### src/rtl/gpio_irq_pkg.sv
// Package: shared sizes and register addresses for the GPIO edge
// interrupt controller. Assumes the falling-edge field offset is at
// least the number of pins, so the two fields never overlap.
package gpio_irq_pkg;

    localparam int NUM_PINS   = 7;   // interrupt-capable input pins
    localparam int FALL_OFS   = 8;   // bit offset of the falling-edge field
    localparam int DATA_W     = 32;  // register port data width
    localparam int VEC_W      = 8;   // vector number width
    localparam int SYNC_DEPTH = 2;   // synchroniser flops per pin

    typedef enum logic [1:0] {
        ADDR_ENABLE = 2'd0,
        ADDR_ACK    = 2'd1,
        ADDR_VBASE  = 2'd2,
        ADDR_NONE   = 2'd3
    } reg_addr_e;

endpackage

### src/rtl/gpio_edge_detect.sv
// Module: gpio_edge_detect
// Brings asynchronous pins through a flop chain and flags one-cycle
// rising and falling pulses by comparing the settled value with its
// value one cycle earlier. Assumes DEPTH >= 2. All flops reset to 0,
// so a pin held high through reset reports a rising edge afterwards.
module gpio_edge_detect #(
    parameter int LINES = 7,
    parameter int DEPTH = 2
) (
    input  logic             clk,
    input  logic             rst_n,
    input  logic [LINES-1:0] pin_i,
    output logic [LINES-1:0] rise_o,
    output logic [LINES-1:0] fall_o
);

    logic [DEPTH-1:0][LINES-1:0] chain_q;
    logic [LINES-1:0]            last_q;
    logic [LINES-1:0]            settled;

    assign settled = chain_q[DEPTH-1];

    // Shift pins through the synchroniser and remember the settled value.
    always_ff @(posedge clk) begin
        if (!rst_n) begin
            chain_q <= '0;
            last_q  <= '0;
        end else begin
            chain_q <= {chain_q[DEPTH-2:0], pin_i};
            last_q  <= settled;
        end
    end

    // Compare the settled value with last cycle's value.
    always_comb begin
        rise_o = settled & ~last_q;
        fall_o = ~settled & last_q;
    end

endmodule

### src/rtl/gpio_pend_bank.sv
// Module: gpio_pend_bank
// Holds one pending bit per edge per pin, packed as {fall, rise}.
// A set wins over a clear of the same bit in the same cycle.
// Assumes set and clear are single-cycle pulses from the clock domain.
module gpio_pend_bank #(
    parameter int BITS = 14
) (
    input  logic            clk,
    input  logic            rst_n,
    input  logic [BITS-1:0] set_i,
    input  logic [BITS-1:0] clr_i,
    output logic [BITS-1:0] pend_o
);

    logic [BITS-1:0] pend_q;

    // Apply clears first, then let new edges override them.
    always_ff @(posedge clk) begin
        if (!rst_n) begin
            pend_q <= '0;
        end else begin
            pend_q <= (pend_q & ~clr_i) | set_i;
        end
    end

    assign pend_o = pend_q;

endmodule

### src/rtl/gpio_vec_prio.sv
// Module: gpio_vec_prio
// Picks the lowest-numbered pin with an active request and adds its
// index to the vector base. With no request the vector is the base.
// The sum wraps modulo 2**VEC_W.
module gpio_vec_prio #(
    parameter int LINES = 7,
    parameter int VEC_W = 8
) (
    input  logic [LINES-1:0] active_i,
    input  logic [VEC_W-1:0] base_i,
    output logic             any_o,
    output logic [VEC_W-1:0] vector_o
);

    logic [VEC_W-1:0] win_idx;

    // Scan from the top so the lowest active index is kept last.
    always_comb begin
        win_idx = '0;
        for (int i = LINES - 1; i >= 0; i--) begin
            if (active_i[i]) begin
                win_idx = VEC_W'(i);
            end
        end
    end

    // Form the request and the vector number.
    always_comb begin
        any_o    = |active_i;
        vector_o = base_i + win_idx;
    end

endmodule

### src/rtl/gpio_edge_irq.sv
// Module: gpio_edge_irq (top)
// Per-pin edge interrupt controller with a three-word register port:
// enables (address 0), acknowledge/pending (address 1) and vector base
// (address 2). Writes take effect at the clock edge on which reg_wr is
// high; reads are combinational from reg_addr.
module gpio_edge_irq
    import gpio_irq_pkg::*;
#(
    parameter int                NPINS     = NUM_PINS,
    parameter int                FOFS      = FALL_OFS,
    parameter int                DW        = DATA_W,
    parameter int                VW        = VEC_W,
    parameter int                SDEPTH    = SYNC_DEPTH,
    parameter logic [VEC_W-1:0]  VBASE_RST = 8'h40
) (
    input  logic             clk,
    input  logic             rst_n,
    input  logic [NPINS-1:0] pin_in,
    input  logic             reg_wr,
    input  logic [1:0]       reg_addr,
    input  logic [DW-1:0]    reg_wdata,
    output logic [DW-1:0]    reg_rdata,
    output logic             irq_req,
    output logic [VW-1:0]    irq_vector
);

    localparam int PBITS = 2 * NPINS;

    logic [NPINS-1:0] rise_pulse;
    logic [NPINS-1:0] fall_pulse;
    logic [PBITS-1:0] edge_set;   // {fall, rise}
    logic [PBITS-1:0] clr_mask;   // {fall, rise}
    logic [PBITS-1:0] pend;       // {fall, rise}
    logic [PBITS-1:0] en_q;       // {fall, rise}
    logic [VW-1:0]    vbase_q;
    logic [NPINS-1:0] active;

    gpio_edge_detect #(
        .LINES (NPINS),
        .DEPTH (SDEPTH)
    ) u_detect (
        .clk    (clk),
        .rst_n  (rst_n),
        .pin_i  (pin_in),
        .rise_o (rise_pulse),
        .fall_o (fall_pulse)
    );

    assign edge_set = {fall_pulse, rise_pulse};

    // Decode an acknowledge write into the packed clear mask.
    always_comb begin
        clr_mask = '0;
        if (reg_wr && reg_addr == ADDR_ACK) begin
            clr_mask = {reg_wdata[FOFS +: NPINS], reg_wdata[NPINS-1:0]};
        end
    end

    gpio_pend_bank #(
        .BITS (PBITS)
    ) u_pend (
        .clk    (clk),
        .rst_n  (rst_n),
        .set_i  (edge_set),
        .clr_i  (clr_mask),
        .pend_o (pend)
    );

    // Hold the enable and vector-base registers.
    always_ff @(posedge clk) begin
        if (!rst_n) begin
            en_q    <= '0;
            vbase_q <= VBASE_RST;
        end else if (reg_wr) begin
            if (reg_addr == ADDR_ENABLE) begin
                en_q <= {reg_wdata[FOFS +: NPINS], reg_wdata[NPINS-1:0]};
            end
            if (reg_addr == ADDR_VBASE) begin
                vbase_q <= reg_wdata[VW-1:0];
            end
        end
    end

    // Fold both edge types of each pin into one active flag.
    always_comb begin
        active = (pend[NPINS-1:0] & en_q[NPINS-1:0])
               | (pend[PBITS-1:NPINS] & en_q[PBITS-1:NPINS]);
    end

    gpio_vec_prio #(
        .LINES (NPINS),
        .VEC_W (VW)
    ) u_prio (
        .active_i (active),
        .base_i   (vbase_q),
        .any_o    (irq_req),
        .vector_o (irq_vector)
    );

    // Return the addressed register in the register-word layout.
    always_comb begin
        reg_rdata = '0;
        case (reg_addr)
            ADDR_ENABLE: begin
                reg_rdata[NPINS-1:0]    = en_q[NPINS-1:0];
                reg_rdata[FOFS +: NPINS] = en_q[PBITS-1:NPINS];
            end
            ADDR_ACK: begin
                reg_rdata[NPINS-1:0]    = pend[NPINS-1:0];
                reg_rdata[FOFS +: NPINS] = pend[PBITS-1:NPINS];
            end
            ADDR_VBASE: reg_rdata[VW-1:0] = vbase_q;
            default:    reg_rdata = '0;
        endcase
    end

endmodule

### config.mk
export PLATFORM = sky130hd
export DESIGN_NAME = gpio_edge_irq
export DESIGN_NICKNAME = d
export VERILOG_FILES = /design/src/rtl/gpio_irq_pkg.sv /design/src/rtl/gpio_edge_detect.sv /design/src/rtl/gpio_pend_bank.sv /design/src/rtl/gpio_vec_prio.sv /design/src/rtl/gpio_edge_irq.sv
export SDC_FILE = /design/constraint.sdc
export NUM_CORES = 1
export LEC_CHECK = 0
export CORE_ASPECT_RATIO = 1.4
export CORE_MARGIN = 2
export CORE_UTILIZATION = 42
export CTS_CLUSTER_DIAMETER = 30
export DETAILED_ROUTE_END_ITERATION = 12
export HOLD_SLACK_MARGIN = 0.08
export MAX_ROUTING_LAYER = met4
export PLACE_DENSITY_LB_ADDON = 0.08
export SKIP_CTS_REPAIR_TIMING = 1
export SYNTH_ARGS = -nofsm -noshare
export SYNTH_HDL_FRONTEND = slang
export SYNTH_SLANG_ARGS = --single-unit
### constraint.sdc
create_clock -name clk -period 2.1 [get_ports clk]
set_input_delay 0.21 -clock clk [delete_from_list [all_inputs] [get_ports clk]]
set_output_delay 0.21 -clock clk [all_outputs]
set_load 0.02 [all_outputs]
==> metrics <==
Root Driver=clkbuf_8; layout cells sized above 1=0.286; drt wl/cell=between 10 and 15 um; largest cells by area after synthesis=dfxtp_1 41%, mux2i_1 7.9%, buf_4 5.4%, nand2_1 5.1%, nor2b_1 4.9%; crit-path max cell delay=410 ps; die height=101 um; CP max FO=3; vias in the first global route=2178; CTS sink cnt=57; die area=7340 sq um; area share of the leading cell type in the synthesized netlist=0.408; NumNets Final=442; cells after synthesis=295; CTS buffer count=9; global-route usage over all layers=0.193; DP Area=3700 sq um; First-pass DRT Iterations=4; critical-path cell list=a22o_4, o311ai_4, nand3_2, fa_2, nor2b_4, o2111ai_2, xnor2_2, buf_4; CP endpoint kind=output pin; Final Critical Period=2580 ps; Residual DRC=0; Initial Util=0.429; # setup viols final=7; status=complete, but fails checks; Worst Path Required=1890 ps; Clock Path Buffers=2; final RePlAce weighted congestion=approximately 0.87; vias=2258; fin. max-slew vios=0; Iteration-0 DRC Markers=103; core box area=6530 sq um; first-pass GRT wire length=10400 um; Max Fclk=388 MHz; #FFs+latches synth=57; row cnt=35; finished layout cell area=4030 sq um; Place WS=-647 ps; Max-cap violations=0; Worst slew margin=0.592; Pwr Density=682 nW/um^2; Pleak=0.00187 uW; failing checks=negative setup slack; CP max stage cell=fa_2; Die Span X=73.0 um; final total power=2750 uW; post-synthesis cell type count=43; # IOs=85; startpoint types=flip-flop; clock skew=6.99 ps; Final period util=1.23; Post-Route WL=6540 um; setup tns final=-2720 ps; worst skew pair latency=320 ps; crit path DAT=2370 ps; H-tree Lvls=3; prevailing post-synth register cell=dfxtp_1; synthesized cell area=between 2000 and 3000 sq um; worst slew pin tran=slightly above 600 ps; RSZ-0062 raised after global routing=true; post-DP HPWL=between 4000 and 5000 um; synth warn=0; Inserted Diodes=0; Post-synth ARST share=0; Hold WC Path Type=reg2reg; Post-synth EDFFs=0; area leader, netlist=dfxtp_1; clk slew on worst S/H paths=60 ps; Hold Vio Cnt, Final=0; CP Class=reg2out; Seq/Total Area, Yosys=0.408; worst vdd ir=0.574 mV; initial antenna violation count=0; CTS tree=done; Hold WS=between 400 and 500 ps; ANT nets after route=0; largest net degree at the start of global routing=33; count of input and output buffers=50; via density per instance=between 4 and 5; P&R area growth vs syn=44.1%; total grt overflow=0; Avg Inst Size Synth=9.49 sq um; min setup slack post-route=-479 ps
-- power breakdown --
part	total [uW]	internal, uW	switching (uW)
combinational	355	184	172
clock	1250	819	426
sequential	1150	1120	25.2
total	2750	2130	623
-- critical path: cells and delay by family, from the launching register on --
kind | cells | cell delay, ps
compound gates | 3 | 730
fa+ha+maj | 1 | 410
flops | 1 | 330
simple gates | 2 | 260
xor+xnor | 1 | 170
buf+inv | 1 | 150
-- state kept, by name, summed over array words and instances (netlist names) --
signal,cells
u_detect.last_q,7
u_detect.chain_q,7
u_detect.settled,7
en_q,14
vbase_q,8
u_pend.pend_o,14
-- synth_stat cells, drive strengths merged (2+ instances only) --
cell type and n:
nor2 9, a22oi 6, a21boi 29, nor2b 22, and3b 2, nor3 2
buf 26, mux2i 22, ha 3, dfxtp 57, xnor2 4, o21a 14
o21ai 9, a22o 3, xor2 2, and2 21, inv 3, clkbuf 6
nand2 38
-- per-stage QoR --
step | utilization | instances
after floorplan | - | 311
after global placement | 0.567 | 457
after detailed placement | 0.567 | 457
after CTS | 0.604 | 473
after global routing | 0.618 | 473
final | 0.618 | 473
-- layout make-up --
type	instances	area (sq um)
tap	74	92.6
multi-input combinational	219	1610
clock inverter	5	103
clock buffer	11	141
inverter	3	11.3
sequential	57	1150
fill	587	2490
timing repair buffer	104	930
-- worst paths after layout --
check | startpoint | endpoint | slack [ps] | cells past startpoint
setup / recovery | en_q[12] | irq_vector[6] | -480 | 8
hold reg to reg | u_detect.chain_q[3] | u_detect.settled[3] | 430 | 1
setup reg to reg | u_pend.pend_o[5] | u_pend.pend_o[5] | 1220 | 3
hold / removal | u_detect.chain_q[3] | u_detect.settled[3] | 430 | 1
-- cell families after synthesis --
logic type / share of synthesized area
flip-flops: 0.408
AND/OR/NAND/NOR: 0.197
XOR/XNOR: 0.0188
buffers and inverters: 0.0863
multiplexers: 0.0787
AO/OA/AOI/OAI: 0.190
other: 0.00134
adder cells (fa/ha/maj): 0.0206
-- per-layer routing --
metal | track usage | vias to the layer above | part of all wire
li1 | - | 1164 | -
met1 | 0.237 | 1040 | 0.46
met2 | 0.307 | 47 | 0.49
met3 | 0.0370 | 7 | 0.033
met4 | 0.0769 | 0 | 0.016
met5 | - | - | 0
-- cells in the final DEF (no fill, tap or decap), types with 14 or more instances in the layout --
cell type        instances
nor2b_1                 21
and2_1                  21
dfxtp_1                 53
clkdlybuf4s50_1         36
o21a_1                  14
buf_4                   56
conb_1                  17
mux2i_1                 22
nand2_1                 38
(Power assumes the default switching activity.)
